==> src/rtl/rtt_pkg.sv <==
package rtt_pkg;
  typedef enum logic [1:0] {
    RA_CTRL  = 2'd0,
    RA_FLAG  = 2'd1,
    RA_IEN   = 2'd2,
    RA_SPARE = 2'd3
  } rtt_addr_e;
endpackage

==> src/rtl/rtt_regs.sv <==
module rtt_regs
  import rtt_pkg::*;
#(
  parameter int DATA_W = 8,
  parameter int PSEL_W = 3,
  parameter int MSEL_W = 4
) (
  input  logic              clk,
  input  logic              rst_n,
  input  logic              wr_en,
  input  logic [1:0]        addr,
  input  logic [DATA_W-1:0] wdata,
  input  logic              period_evt,
  output logic [DATA_W-1:0] rdata,
  output logic [PSEL_W-1:0] pre_o,
  output logic [MSEL_W-1:0] mod_o,
  output logic              flag_o,
  output logic              ien_o,
  output logic              restart_o
);
  localparam int CTRL_W = PSEL_W + MSEL_W;

  rtt_addr_e   sel;
  logic        wr_ctrl, wr_flag, wr_ien, clr_req;
  logic [PSEL_W-1:0] pre_q, pre_d;
  logic [MSEL_W-1:0] mod_q, mod_d;
  logic        flag_q, flag_d;
  logic        ien_q, ien_d;

  assign sel     = rtt_addr_e'(addr);
  assign wr_ctrl = wr_en && (sel == RA_CTRL);
  assign wr_flag = wr_en && (sel == RA_FLAG);
  assign wr_ien  = wr_en && (sel == RA_IEN);
  assign clr_req = wr_flag && wdata[0];

  // next state
  always_comb begin
    pre_d = pre_q;
    mod_d = mod_q;
    if (wr_ctrl) begin
      pre_d = wdata[CTRL_W-1:MSEL_W];
      mod_d = wdata[MSEL_W-1:0];
    end
    flag_d = period_evt | (flag_q & ~clr_req);
    ien_d  = wr_ien ? wdata[0] : ien_q;
  end

  // state registers
  always_ff @(posedge clk or negedge rst_n) begin
    if (!rst_n) begin
      pre_q  <= '0;
      mod_q  <= '0;
      flag_q <= 1'b0;
      ien_q  <= 1'b0;
    end else begin
      pre_q  <= pre_d;
      mod_q  <= mod_d;
      flag_q <= flag_d;
      ien_q  <= ien_d;
    end
  end

  // read mux
  always_comb begin
    rdata = '0;
    case (sel)
      RA_CTRL: rdata[CTRL_W-1:0] = {pre_q, mod_q};
      RA_FLAG: rdata[0] = flag_q;
      RA_IEN:  rdata[0] = ien_q;
      default: rdata = '0;
    endcase
  end

  assign pre_o     = pre_q;
  assign mod_o     = mod_q;
  assign flag_o    = flag_q;
  assign ien_o     = ien_q;
  assign restart_o = wr_ctrl;

  // a set flag survives every cycle without a clearing write
  a_r4_flag_sticky: assert property (@(posedge clk) disable iff (!rst_n)
    (flag_q && !clr_req) |=> flag_q);

  // the flag only falls after a clearing write
  a_r5_fall_needs_clear: assert property (@(posedge clk) disable iff (!rst_n)
    $fell(flag_q) |-> $past(clr_req));

  // an end-of-period event always leaves the flag set
  a_r6_event_wins: assert property (@(posedge clk) disable iff (!rst_n)
    period_evt |=> flag_q);
endmodule

==> src/rtl/rtt_prescaler.sv <==
module rtt_prescaler #(
  parameter int PSEL_W     = 3,
  parameter int BASE_SHIFT = 9
) (
  input  logic              clk,
  input  logic              rst_n,
  input  logic              restart,
  input  logic [PSEL_W-1:0] pre,
  output logic              tick
);
  localparam int NSEL  = 1 << PSEL_W;
  localparam int CNT_W = BASE_SHIFT + NSEL - 1;

  logic [CNT_W-1:0] cnt_q, cnt_d;
  logic             run;
  logic [NSEL-1:0]  tap;

  assign run = (pre != '0);

  always_comb begin
    cnt_d = cnt_q;
    if (restart)  cnt_d = '0;
    else if (run) cnt_d = cnt_q + 1'b1;
  end

  always_ff @(posedge clk or negedge rst_n) begin
    if (!rst_n) cnt_q <= '0;
    else        cnt_q <= cnt_d;
  end

  // one tap per prescale setting: low bits all ones ends a divided tick
  assign tap[0] = 1'b0;
  for (genvar p = 1; p < NSEL; p++) begin : g_tap
    assign tap[p] = &cnt_q[BASE_SHIFT+p-1:0];
  end

  assign tick = tap[pre] && !restart;

  // a control write returns the divider to zero
  a_r8_prescale_restart: assert property (@(posedge clk) disable iff (!rst_n)
    restart |=> (cnt_q == '0));
endmodule

==> src/rtl/rtt_modulus.sv <==
module rtt_modulus #(
  parameter int MSEL_W = 4
) (
  input  logic              clk,
  input  logic              rst_n,
  input  logic              restart,
  input  logic              tick,
  input  logic [MSEL_W-1:0] mod,
  output logic              period_evt
);
  logic [MSEL_W-1:0] mcnt_q, mcnt_d;
  logic              at_end;

  assign at_end     = (mcnt_q == mod);
  assign period_evt = tick && at_end;

  always_comb begin
    mcnt_d = mcnt_q;
    if (restart)   mcnt_d = '0;
    else if (tick) mcnt_d = at_end ? '0 : mcnt_q + 1'b1;
  end

  always_ff @(posedge clk or negedge rst_n) begin
    if (!rst_n) mcnt_q <= '0;
    else        mcnt_q <= mcnt_d;
  end

  // the count never passes the selected modulus
  a_r2_count_in_range: assert property (@(posedge clk) disable iff (!rst_n)
    mcnt_q <= mod);

  // a control write returns the modulus count to zero
  a_r8_modulus_restart: assert property (@(posedge clk) disable iff (!rst_n)
    restart |=> (mcnt_q == '0));
endmodule

==> src/rtl/rtt_timer.sv <==
module rtt_timer #(
  parameter int DATA_W     = 8,
  parameter int PSEL_W     = 3,
  parameter int MSEL_W     = 4,
  parameter int BASE_SHIFT = 9
) (
  input  logic              clk,
  input  logic              rst_n,
  input  logic              wr_en,
  input  logic [1:0]        addr,
  input  logic [DATA_W-1:0] wdata,
  output logic [DATA_W-1:0] rdata,
  output logic              irq
);
  logic [1:0]        rst_pipe;
  logic              rst_core_n;
  logic [PSEL_W-1:0] pre;
  logic [MSEL_W-1:0] mod;
  logic              flag, ien, restart, tick, period_evt;

  // asynchronous assert, synchronous release
  always_ff @(posedge clk or negedge rst_n) begin
    if (!rst_n) rst_pipe <= '0;
    else        rst_pipe <= {rst_pipe[0], 1'b1};
  end
  assign rst_core_n = rst_pipe[1];

  rtt_regs #(.DATA_W(DATA_W), .PSEL_W(PSEL_W), .MSEL_W(MSEL_W)) u_regs (
    .clk        (clk),
    .rst_n      (rst_core_n),
    .wr_en      (wr_en),
    .addr       (addr),
    .wdata      (wdata),
    .period_evt (period_evt),
    .rdata      (rdata),
    .pre_o      (pre),
    .mod_o      (mod),
    .flag_o     (flag),
    .ien_o      (ien),
    .restart_o  (restart)
  );

  rtt_prescaler #(.PSEL_W(PSEL_W), .BASE_SHIFT(BASE_SHIFT)) u_presc (
    .clk     (clk),
    .rst_n   (rst_core_n),
    .restart (restart),
    .pre     (pre),
    .tick    (tick)
  );

  rtt_modulus #(.MSEL_W(MSEL_W)) u_mod (
    .clk        (clk),
    .rst_n      (rst_core_n),
    .restart    (restart),
    .tick       (tick),
    .mod        (mod),
    .period_evt (period_evt)
  );

  assign irq = flag & ien;

  // a stopped timer produces no end-of-period event
  a_r7_stopped_silent: assert property (@(posedge clk) disable iff (!rst_core_n)
    (pre == '0) |-> !period_evt);
endmodule

==> config.mk <==
export PLATFORM = sky130hd
export DESIGN_NAME = rtt_timer
export DESIGN_NICKNAME = d
export VERILOG_FILES = /design/src/rtl/rtt_pkg.sv /design/src/rtl/rtt_regs.sv /design/src/rtl/rtt_prescaler.sv /design/src/rtl/rtt_modulus.sv /design/src/rtl/rtt_timer.sv
export SDC_FILE = /design/constraint.sdc
export NUM_CORES = 1
export LEC_CHECK = 0
export BUFFER_PORTS_ARGS = -buffer_cell sky130_fd_sc_hd__buf_2
export CORE_ASPECT_RATIO = 1.4
export CORE_UTILIZATION = 55
export CTS_CLUSTER_DIAMETER = 30
export CTS_CLUSTER_SIZE = 20
export DETAILED_ROUTE_END_ITERATION = 16
export HOLD_SLACK_MARGIN = 0.1
export PLACE_DENSITY = 0.77
export SLEW_MARGIN = 20
export SYNTH_ARGS = -nofsm -noshare
export SYNTH_HDL_FRONTEND = slang
export SYNTH_SLANG_ARGS = --single-unit
==> constraint.sdc <==
create_clock -name clk -period 1.2 [get_ports clk]
set_input_delay 0 -clock clk [delete_from_list [all_inputs] [get_ports clk]]
set_output_delay 0 -clock clk [all_outputs]
set_load 0.03 [all_outputs]
==> results of run 1 <==
critical path, delay by kind of cell (launching register included):
kind	cells	cell delay, ps
flops	1	460
simple gates	2	400
compound gates	3	900
metrics by stage:
step | worst slack (ps) | instance area [um2] | util | hold slack, ps | cells
3_5_place_dp | -475.4 | 2128 | 0.7396 | -211.5 | 264
2_1_floorplan | -442.3 | 1692 | - | -295.6 | 172
3_3_place_gp | -414.2 | 2128 | 0.7396 | -215.4 | 264
4_1_cts | -461.9 | 2460 | 0.8548 | 100.8 | 289
5_1_grt | -669.7 | 2631 | 0.9143 | 129.5 | 295
6_report | -637.0 | 2631 | 0.9143 | 112.1 | 295
worst max-delay path by stage:
stage	depth (start not counted)	startpoint	endpoint	slack, ps
floorplan	6	u_presc.cnt_q[0]	u_mod.mcnt_q[3]	-440
global placement	6	u_presc.cnt_q[1]	u_mod.mcnt_q[3]	-410
detailed placement	6	u_presc.cnt_q[1]	u_mod.mcnt_q[3]	-480
CTS	6	u_presc.cnt_q[0]	u_mod.mcnt_q[3]	-460
global route	9	u_presc.cnt_q[1]	u_presc.cnt_q[12]	-670
finish	5	u_regs.pre_o[0]	u_mod.mcnt_q[3]	-640
logic make-up after synthesis:
kind of cell | Yosys count | synth area share
AO/OA/AOI/OAI | 18 | 0.09575
XOR/XNOR | 19 | 0.09948
adder cells (fa/ha/maj) | 2 | 0.01496
buffers and inverters | 9 | 0.02394
flip-flops | 31 | 0.4637
multiplexers | 2 | 0.01271
other | 2 | 0.004489
AND/OR/NAND/NOR | 89 | 0.2850
sequential cells by signal, indices dropped and copies added, names as in the netlist:
name,cells
u_regs.ien_o,1
u_regs.mod_o,4
u_regs.flag_o,1
rst_pipe,2
u_mod.mcnt_q,4
u_presc.cnt_q,16
u_regs.pre_o,3
cell type report:
| cell class | count | area (um2) | area share |
|---|---|---|---|
| Clock buffer | 6 | 82.58 | 0.03138 |
| Clock inverter | 1 | 5.005 | 0.001902 |
| Inverter | 4 | 15.01 | 0.005706 |
| Multi-Input combinational cell | 134 | 1049 | 0.3985 |
| Sequential cell | 31 | 778.2 | 0.2958 |
| Tap cell | 37 | 46.29 | 0.01759 |
| Timing Repair Buffer | 82 | 655.6 | 0.2492 |
report_power, final:
group	switching (mW)	total, mW	leakage [nW]	internal [mW]
clock network	0.387	0.837	0.0470	0.449
registers	0.121	1.29	0.407	1.17
logic	0.591	1.13	0.830	0.536
what timing repair did:
item	in CTS	in global routing
hold buffers	10	0
setup buffers	6	7
pin swaps	28	22
endpoints found under the hold margin	11	0
cloned	2	0
setup endpoints to repair	20	24
resized for setup	18	33
Yosys cell counts, types with 3 or more instances:
cell and instances:
sky130_fd_sc_hd__nand2_1 32, sky130_fd_sc_hd__dfrtp_1 31, sky130_fd_sc_hd__nor2_1 21, sky130_fd_sc_hd__xor2_1 15, sky130_fd_sc_hd__and2_1 8, sky130_fd_sc_hd__nand3_1 7, sky130_fd_sc_hd__nand4_1 6, sky130_fd_sc_hd__inv_1 4
sky130_fd_sc_hd__xnor2_1 4, sky130_fd_sc_hd__nor3_1 3
layer usage:
| metal | part of all wire | track usage | wire, um | vias up |
|---|---|---|---|---|
| li1 | - | - | - | 751 |
| met1 | 0.32 | 0.3348 | 2049 | 884 |
| met2 | 0.51 | 0.6997 | 3240 | 162 |
| met3 | 0.081 | 0.08108 | 517 | 68 |
| met4 | 0.090 | 0.2610 | 574 | 0 |
| met5 | 0 | 0 | 0 | - |
==> results.py, run 1 <==
metrics = {
    "pwr": {
        "total_leakage_power_nw": 1.284,
        "totalPowerFinal_mw": 3.254,
        "ir_drop_mv": 1.130,
        "p_per_area_nw_per_um2": 1237,
    },
    "critical_path": {
        "timing.reg2reg.setup_slack_ps": -640,
        "r2r_cells": 5,
        "regToRegStartpoint": "u_regs.pre_o[0]",
        "rr_endpoint": "u_mod.mcnt_q[3]",
        "worst-endpoint-arrival_ps": 2050,
        "cp_cell_sequence": "nor2b_1, o21ai_2, nand4b_4, a2111oi_4, o21bai_1",
        "slowest_library_cell_on_the_worst_path": "sky130_fd_sc_hd__dfrtp_2",
        "critPathMaxFanout": 5,
        "worstSetupStartpointType": "register",
        "stage_delay_of_the_slowest_cell_on_the_critical_path_ps": 460,
        "cp_capture_type": "register",
        "worstSetupPathType": "register to register",
        "cp_data_required_time_ps": 1410,
    },
    "grt": {
        "grt_pass1_wl_um": 8528,
        "antenna_found_initial": 0,
        "grt_pass1_vias": 1838,
        "grt_max_degree": 30,
        "globalRouteTotalUtil": 0.3629,
        "globalRoute.totalOverflow": 0,
    },
    "routing": {
        "count_of_vias_placed_by_the_detailed_router": 1865,
        "drt_pre_antenna_iters": 4,
        "drt_iter0_markers": 92,
        "wire_per_inst_um": 21.63,
        "route.detailed.drc": 0,
        "drtAntennaViolNets": 0,
        "post_drt_via_cell_ratio": 6.322,
        "routed_wirelength_um": 6381,
    },
    "worst_hold_path": {
        "hold_start": "addr[0]",
        "min-delay-path-class": "input port to register",
        "holdPathEnd": "u_regs.flag_o",
        "min_path_cells": 3,
    },
    "die": {
        "top_level_ports": 22,
        "floorplan.initialDensity": 0.5813,
        "floorplan.die.width_um": 48.61,
        "die_h_um": 67.26,
        "fp.coreArea_um2": 2878,
        "floorplan.rows": 23,
        "die_area_um2": 3269,
    },
    "sta": {
        "min_period_over_period": 1.531,
        "final_critical_delay_including_setup_and_external_delays_ps": 1837,
        "max_freq_mhz": 544.4,
        "number_of_hold_violations_in_the_final_report": 0,
        "report.final.setup_viol": 21,
        "drv_slew": 0,
        "fin_tns_setup_ps": -9214,
        "final.setup_skew_ps": 10.70,
        "rsz0062_at_grt": "yes",
        "final_critical_path_setup_slack_ps": -637.0,
    },
    "clock_tree": {
        "cts.sinks": 31,
        "worstSkewPairLatency_ps": 290,
        "cts_root_buf": "sky130_fd_sc_hd__clkbuf_8",
        "clk_pin_slew_worst_paths_ps": 70,
        "cts-buffers-inserted": 5,
        "cts_tree": "done",
        "clockBufferDepth": 2,
        "clock_tree.htree_level_count": 2,
    },
    "logic_synthesis": {
        "yosysTopAreaCell": "sky130_fd_sc_hd__dfrtp_1",
        "synth_cell_type_count": 39,
        "post_synthesis_instance_total": 172,
        "synth.net_count": 187,
        "post_synth_main_area_contributors": "sky130_fd_sc_hd__dfrtp_1 (46%), sky130_fd_sc_hd__xor2_1 (7.9%), sky130_fd_sc_hd__nand2_1 (7.2%)",
        "avgSynthCellArea_um2": 9.726,
        "ys_ff_latch": 31,
        "asyncSetResetFlopFracSynth": 1.000,
        "synth-edff-count": 0,
        "yosysTopAreaCellShare": 0.4637,
        "syn_std_cell_area_um2": 1673,
        "synth-seq-area-share": 0.4637,
        "synth_top_flop_cell": "sky130_fd_sc_hd__dfrtp_1",
        "synth_warnings": 0,
    },
    "cells_and_area": {
        "layout-drive-gt1-share": 0.4729,
        "layout.nets": 273,
        "diodes": 0,
        "most_frequent_cells_in_the_layout": "sky130_fd_sc_hd__buf_4 (42), sky130_fd_sc_hd__dfrtp_1 (29), sky130_fd_sc_hd__nand2_1 (26), sky130_fd_sc_hd__nor2_1 (17), sky130_fd_sc_hd__buf_2 (17)",
        "layout.cells.most_common": "sky130_fd_sc_hd__buf_4",
        "num-fill-cells": 107,
        "area_delta_synth_final_pct": 57.29,
    },
    "flow_run": {
        "timing.max_cap.violations": 0,
    },
    "placement": {
        "detailedPlacementHpwl_um": 2781,
        "place.gp.congestion": 0.8951,
        "io_buffers": 19,
    },
    "outcome": {
        "failed_checks": "setup timing",
        "status": "finished with violations",
    },
}
No activity file was read; power rests on OpenSTA's default activity.
==> run 2, diff against run 1 <==
REMOVE_ABC_BUFFERS = 1   (was unset)
==> run 2 against run 1 <==
  * First-iteration DRC count grew 1.1%
  * Hold slack improved by 20 ps
  * Largest power group unchanged
  * Sequential share of layout area increased by 0.37 points
  * Wire length decreased by 7.4%
  * Flip-flop and latch count unchanged
  * Power decreased by 2.3%
  * Final cell count decreased by 0.34%
  * The run still ends with setup timing left
  * Clock skew decreased by 0.96 ps
==> results.py, run 2 (synthesis results as in run 1) <==
metrics = {
    "clock_tree": {
        "cts_root_buf": "sky130_fd_sc_hd__clkbuf_8",
        "cts.sinks": 31,
        "worstSkewPairLatency_ps": 290,
        "clockBufferDepth": 2,
        "clock_tree.htree_level_count": 2,
        "clk_pin_slew_worst_paths_ps": 70,
        "cts_tree": "done",
        "cts-buffers-inserted": 5,
    },
    "cells_and_area": {
        "layout.nets": 272,
        "largest_reg_flops": 16,
        "layout-drive-gt1-share": 0.4436,
        "sequential_cell_area_um2": 777.0,
        "area_delta_synth_final_pct": 55.12,
        "num-fill-cells": 122,
        "multiInputGateArea_um2": 1002,
        "largest_register": "u_presc.cnt_q",
        "diodes": 0,
        "layout.core_utilization": 0.9017,
        "most_frequent_cells_in_the_layout": "sky130_fd_sc_hd__buf_4 (42), sky130_fd_sc_hd__dfrtp_1 (30), sky130_fd_sc_hd__nand2_1 (27), sky130_fd_sc_hd__nor2_1 (18), sky130_fd_sc_hd__buf_2 (17)",
        "layout.cells.most_common": "sky130_fd_sc_hd__buf_4",
    },
    "grt": {
        "grt_pass1_wl_um": 8148,
        "antenna_found_initial": 0,
        "grt_busiest_layer": "met2",
        "grt_max_degree": 30,
        "grt_use_met2": 0.6285,
        "globalRouteTotalUtil": 0.3415,
        "globalRoute.totalOverflow": 0,
        "grt_pass1_vias": 1775,
        "grt_util_met1": 0.3616,
        "globalRouteMet3Util": 0.06982,
    },
    "sta": {
        "fin_tns_setup_ps": -7374,
        "number_of_hold_violations_in_the_final_report": 0,
        "final_critical_delay_including_setup_and_external_delays_ps": 1750,
        "report.final.setup_viol": 23,
        "min_period_over_period": 1.458,
        "worst_hold_slack_ps": 132.4,
        "final.setup_skew_ps": 9.742,
        "drv_slew": 0,
        "max_freq_mhz": 571.5,
        "rsz0062_at_grt": "yes",
        "final_critical_path_setup_slack_ps": -549.8,
    },
    "die": {
        "die_h_um": 67.26,
        "floorplan.die.width_um": 48.61,
        "top_level_ports": 22,
        "floorplan.rows": 23,
        "fp.coreArea_um2": 2878,
        "die_area_um2": 3269,
        "floorplan.initialDensity": 0.5813,
    },
    "pwr": {
        "total_leakage_power_nw": 1.254,
        "p_per_area_nw_per_um2": 1225,
        "ir_drop_mv": 1.313,
        "power.combinational.fraction": 0.328,
        "clockPowerShare": 0.263,
        "p_sw_mw": 1.055,
        "power.share.switching": 0.3320,
        "totalPowerFinal_mw": 3.179,
        "cell_internal_pwr_mw": 2.123,
        "share_seq_of_total_power": 0.408,
    },
    "critical_path": {
        "critical-path-top-delay-family": "simple AND/OR/NAND/NOR gates",
        "critical_path.most_common_cell": "sky130_fd_sc_hd__buf_6",
        "cp_capture_type": "register",
        "critPathMaxFanout": 4,
        "worstSetupStartpointType": "register",
        "cp_cell_sequence": "ha_4, nand3_4, buf_4, buf_6, nor3_4, buf_6, nand4_1, xor2_1, nor2_1",
        "worstSetupPathType": "register to register",
        "timing.reg2reg.setup_slack_ps": -550,
        "worst-endpoint-arrival_ps": 1920,
        "bufs_and_invs_on_worst_path": 3,
        "slowest_library_cell_on_the_worst_path": "sky130_fd_sc_hd__dfrtp_1",
        "stage_delay_of_the_slowest_cell_on_the_critical_path_ps": 390,
        "cp_data_required_time_ps": 1370,
    },
    "flow_run": {
        "timing.max_cap.violations": 0,
    },
    "placement": {
        "place.gp.congestion": 0.8217,
        "placement.setup.worst_slack_ps": -571.7,
        "detailedPlacementHpwl_um": 2905,
        "io_buffers": 19,
    },
    "routing": {
        "drtAntennaViolNets": 0,
        "wire_per_inst_um": 20.10,
        "count_of_vias_placed_by_the_detailed_router": 1666,
        "drt_iter0_markers": 93,
        "drt_pre_antenna_iters": 4,
        "routed_wirelength_um": 5910,
        "route.detailed.drc": 0,
        "post_drt_via_cell_ratio": 5.667,
    },
    "outcome": {
        "status": "finished with violations",
        "failed_checks": "setup timing",
    },
    "worst_hold_path": {
        "min-delay-path-class": "input port to register",
    },
}
run 2: cell count changes in the layout (fill, tap and decap cells not counted), moves of 2 or more:
cell                      delta
sky130_fd_sc_hd__o21ai_2     -2
sky130_fd_sc_hd__xor2_1      +2
sky130_fd_sc_hd__o21ai_1     +2
sky130_fd_sc_hd__xnor2_1     +2
sky130_fd_sc_hd__xnor2_2     -2
sky130_fd_sc_hd__xor2_2      -2
run 2: tightest hold or removal path: cells and delay by family:
family / cells / cell delay [ps]
compound gates: 1 / 130
buf+inv: 1 / 140
simple gates: 1 / 110
run 2: worst paths after layout:
path                                        from           endpoint  cells after the start
worst max-delay path            u_presc.cnt_q[1]  u_presc.cnt_q[12]                      9
max in group asynchronous                  rst_n        rst_pipe[1]                      3
worst max register to register  u_presc.cnt_q[1]  u_presc.cnt_q[12]                      9
worst min-delay path                     addr[0]      u_regs.flag_o                      3
worst min register to register       rst_pipe[1]    u_regs.pre_o[2]                      1
min in group asynchronous            rst_pipe[1]    u_regs.pre_o[2]                      1
run 2: final cells by class:
type / count / area share
Timing Repair Buffer: 83 / 0.2570
Tap cell: 37 / 0.01784
Clock inverter: 1 / 0.001929
Inverter: 4 / 0.005786
Clock buffer: 6 / 0.03182
Multi-Input combinational cell: 132 / 0.3862
Sequential cell: 31 / 0.2994
run 2: routing by layer:
metal,vias to the layer above,part of all wire
li1,744,-
met1,819,0.37
met2,76,0.53
met3,27,0.049
met4,0,0.048
met5,-,0
run 2: repair_timing:
| item | 4_1_cts | 5_1_grt |
|---|---|---|
| hold buffers | 10 | 0 |
| resized for setup | 25 | 25 |
| endpoints found under the hold margin | 11 | 0 |
| pin swaps | 28 | 27 |
| buffers inserted | 7 | 7 |
| endpoints found under the setup margin | 22 | 24 |
run 2: power groups by stage:
stage               clock network [mW]  logic (mW)  registers (mW)
finish                           0.837        1.04            1.30
global route                     0.889        1.11            1.30
floorplan                            0       0.347            1.30
global placement                     0       0.665            1.27
detailed placement                   0       0.709            1.27
CTS                              0.840       0.879            1.25
run 2: stage by stage:
step           instances  cell area (um2)
3_5_place_dp         268             2140
2_1_floorplan        167             1648
5_1_grt              294             2595
4_1_cts              289             2455
3_3_place_gp         268             2140
6_report             294             2595
==> run 3, diff against run 2 <==
CELL_PAD_IN_SITES_DETAIL_PLACEMENT = 0   (was unset)
CELL_PAD_IN_SITES_GLOBAL_PLACEMENT = 2   (was unset)
CORE_UTILIZATION = 36   (was 55)
PLACE_DENSITY = unset   (was 0.77)
PLACE_DENSITY_LB_ADDON = 0.1   (was unset)
==> run 3 against run 2 <==
  * The flow still finishes with violations (setup timing)
  * Core utilization decreased by 33 points
  * Largest cell class unchanged
  * Sequential power about the same
  * Largest power group unchanged
  * Global-route usage down 13 points
  * Via count fell by 9.4%
  * Clock power up 8.7%
  * Clock-buffer cell count grew 2
  * Critical path type unchanged
  * Register-to-register slack gained 50 ps
==> results.py, run 3 (synthesis results as in run 1) <==
metrics = {
    "critical_path": {
        "cp_cell_sequence": "ha_2, nand3_2, or2_1, nand3b_4, a2111oi_4, o21bai_1",
        "rr_endpoint": "u_mod.mcnt_q[3]",
        "worst-endpoint-arrival_ps": 1900,
        "regToRegStartpoint": "u_presc.cnt_q[0]",
        "critPathMaxFanout": 8,
        "worstSetupStartpointType": "register",
        "timing.reg2reg.setup_slack_ps": -500,
        "critical-path-top-delay-family": "simple AND/OR/NAND/NOR gates",
        "bufs_and_invs_on_worst_path": 0,
        "cp_data_required_time_ps": 1410,
        "stage_delay_of_the_slowest_cell_on_the_critical_path_ps": 370,
        "slowest_library_cell_on_the_worst_path": "sky130_fd_sc_hd__dfrtp_1",
        "worstSetupPathType": "register to register",
        "r2r_cells": 6,
        "cp_capture_type": "register",
    },
    "cells_and_area": {
        "layout-drive-gt1-share": 0.4302,
        "sequential_cell_area_um2": 777.0,
        "multiInputGateArea_um2": 964.7,
        "layout.nets": 272,
        "most_frequent_cells_in_the_layout": "sky130_fd_sc_hd__buf_4 (45), sky130_fd_sc_hd__dfrtp_1 (30), sky130_fd_sc_hd__nand2_1 (28), sky130_fd_sc_hd__nor2_1 (18), sky130_fd_sc_hd__buf_2 (17)",
        "layout.cells.most_common": "sky130_fd_sc_hd__buf_4",
        "largest_reg_flops": 16,
        "area_delta_synth_final_pct": 54.30,
        "diodes": 0,
        "num-fill-cells": 436,
        "largest_register": "u_presc.cnt_q",
    },
    "sta": {
        "final_critical_delay_including_setup_and_external_delays_ps": 1697,
        "fin_tns_setup_ps": -6121,
        "final_critical_path_setup_slack_ps": -496.7,
        "final.setup_skew_ps": 6.176,
        "min_period_over_period": 1.414,
        "max_freq_mhz": 589.4,
        "drv_slew": 0,
        "number_of_hold_violations_in_the_final_report": 0,
        "report.final.setup_viol": 21,
        "rsz0062_at_grt": "yes",
    },
    "die": {
        "floorplan.initialDensity": 0.3718,
        "top_level_ports": 22,
        "floorplan.rows": 29,
        "fp.coreArea_um2": 4499,
        "die_area_um2": 4927,
        "floorplan.die.width_um": 59.61,
        "die_h_um": 82.66,
    },
    "worst_hold_path": {
        "holdPathEnd": "u_regs.flag_o",
        "min_path_cells": 3,
        "min-delay-path-class": "input port to register",
        "hold_start": "addr[0]",
    },
    "routing": {
        "drt_iter0_markers": 44,
        "post_drt_via_cell_ratio": 4.719,
        "drtAntennaViolNets": 0,
        "count_of_vias_placed_by_the_detailed_router": 1510,
        "wire_per_inst_um": 13.74,
        "routed_wirelength_um": 4398,
        "route.detailed.drc": 0,
        "drt_pre_antenna_iters": 4,
    },
    "grt": {
        "antenna_found_initial": 0,
        "grt_pass1_vias": 1653,
        "grt_pass1_wl_um": 7314,
        "globalRoute.totalOverflow": 0,
        "grt_max_degree": 30,
        "globalRouteTotalUtil": 0.2087,
    },
    "placement": {
        "io_buffers": 19,
        "placement.setup.worst_slack_ps": -505.7,
        "place.gp.congestion": 0.7617,
        "detailedPlacementHpwl_um": 3159,
    },
    "clock_tree": {
        "cts_root_buf": "sky130_fd_sc_hd__clkbuf_8",
        "cts-buffers-inserted": 5,
        "clockBufferDepth": 2,
        "clk_pin_slew_worst_paths_ps": 70,
        "cts.sinks": 31,
        "worstSkewPairLatency_ps": 290,
        "cts_tree": "done",
        "clock_tree.htree_level_count": 2,
    },
    "pwr": {
        "totalPowerFinal_mw": 3.228,
        "p_per_area_nw_per_um2": 1251,
        "total_leakage_power_nw": 1.252,
        "ir_drop_mv": 0.9134,
    },
    "outcome": {
        "failed_checks": "setup timing",
        "status": "finished with violations",
    },
    "flow_run": {
        "timing.max_cap.violations": 0,
    },
}
## run 3: how the worst max path moves through the flow
stage | start | to | slack, ps | depth (start not counted)
floorplan | u_presc.cnt_q[0] | u_mod.mcnt_q[2] | -470 | 6
global placement | u_presc.cnt_q[1] | u_mod.mcnt_q[2] | -470 | 6
detailed placement | u_presc.cnt_q[1] | u_mod.mcnt_q[2] | -510 | 6
finish | u_presc.cnt_q[0] | u_mod.mcnt_q[3] | -500 | 6
global route | u_presc.cnt_q[0] | u_mod.mcnt_q[2] | -610 | 7
CTS | u_presc.cnt_q[0] | u_mod.mcnt_q[3] | -500 | 6
## run 3: cell type report
cell class	instances	area share
well taps	62	0.03005
flip-flops and latches	31	0.3010
repair buffers	83	0.2506
multi-input cells	132	0.3737
clock buffers	8	0.03878
inverters	4	0.005817
## run 3: worst min-delay path: cells and delay by family
kind	cells	cell delay, ps
buffers and inverters	1	130
AO/OA/AOI/OAI	1	120
AND/OR/NAND/NOR	1	110
## run 3: report_power, final
group / internal (mW) / switching, mW
logic: 0.549 / 0.486
clock network: 0.523 / 0.387
registers: 1.17 / 0.114
total: 2.24 / 0.988
## run 3: metal layers
| metal | part of all wire | global-route usage | vias to the layer above |
|---|---|---|---|
| li1 | - | - | 742 |
| met5 | 0 | 0 | - |
| met3 | 0.028 | 0.03738 | 11 |
| met2 | 0.57 | 0.4124 | 35 |
| met4 | 0.025 | 0.09302 | 0 |
| met1 | 0.38 | 0.2047 | 722 |
## run 3: per-stage QoR
step	area [um2]	hold WS (ps)	util	cells
after global routing	2581	143.9	0.5737	320
after CTS	2520	112.1	0.5601	318
after detailed placement	2181	-210.8	0.4847	296
after global placement	2181	-215.5	0.4847	296
after floorplan	1648	-295.6	-	167
final	2581	113.7	0.5737	320
## run 3: what timing repair did
action	4_1_cts	5_1_grt
resized for setup	31	9
setup endpoints to repair	23	24
pin swaps	34	17
hold buffers	10	0
hold endpoints to repair	11	0
setup buffers	7	2
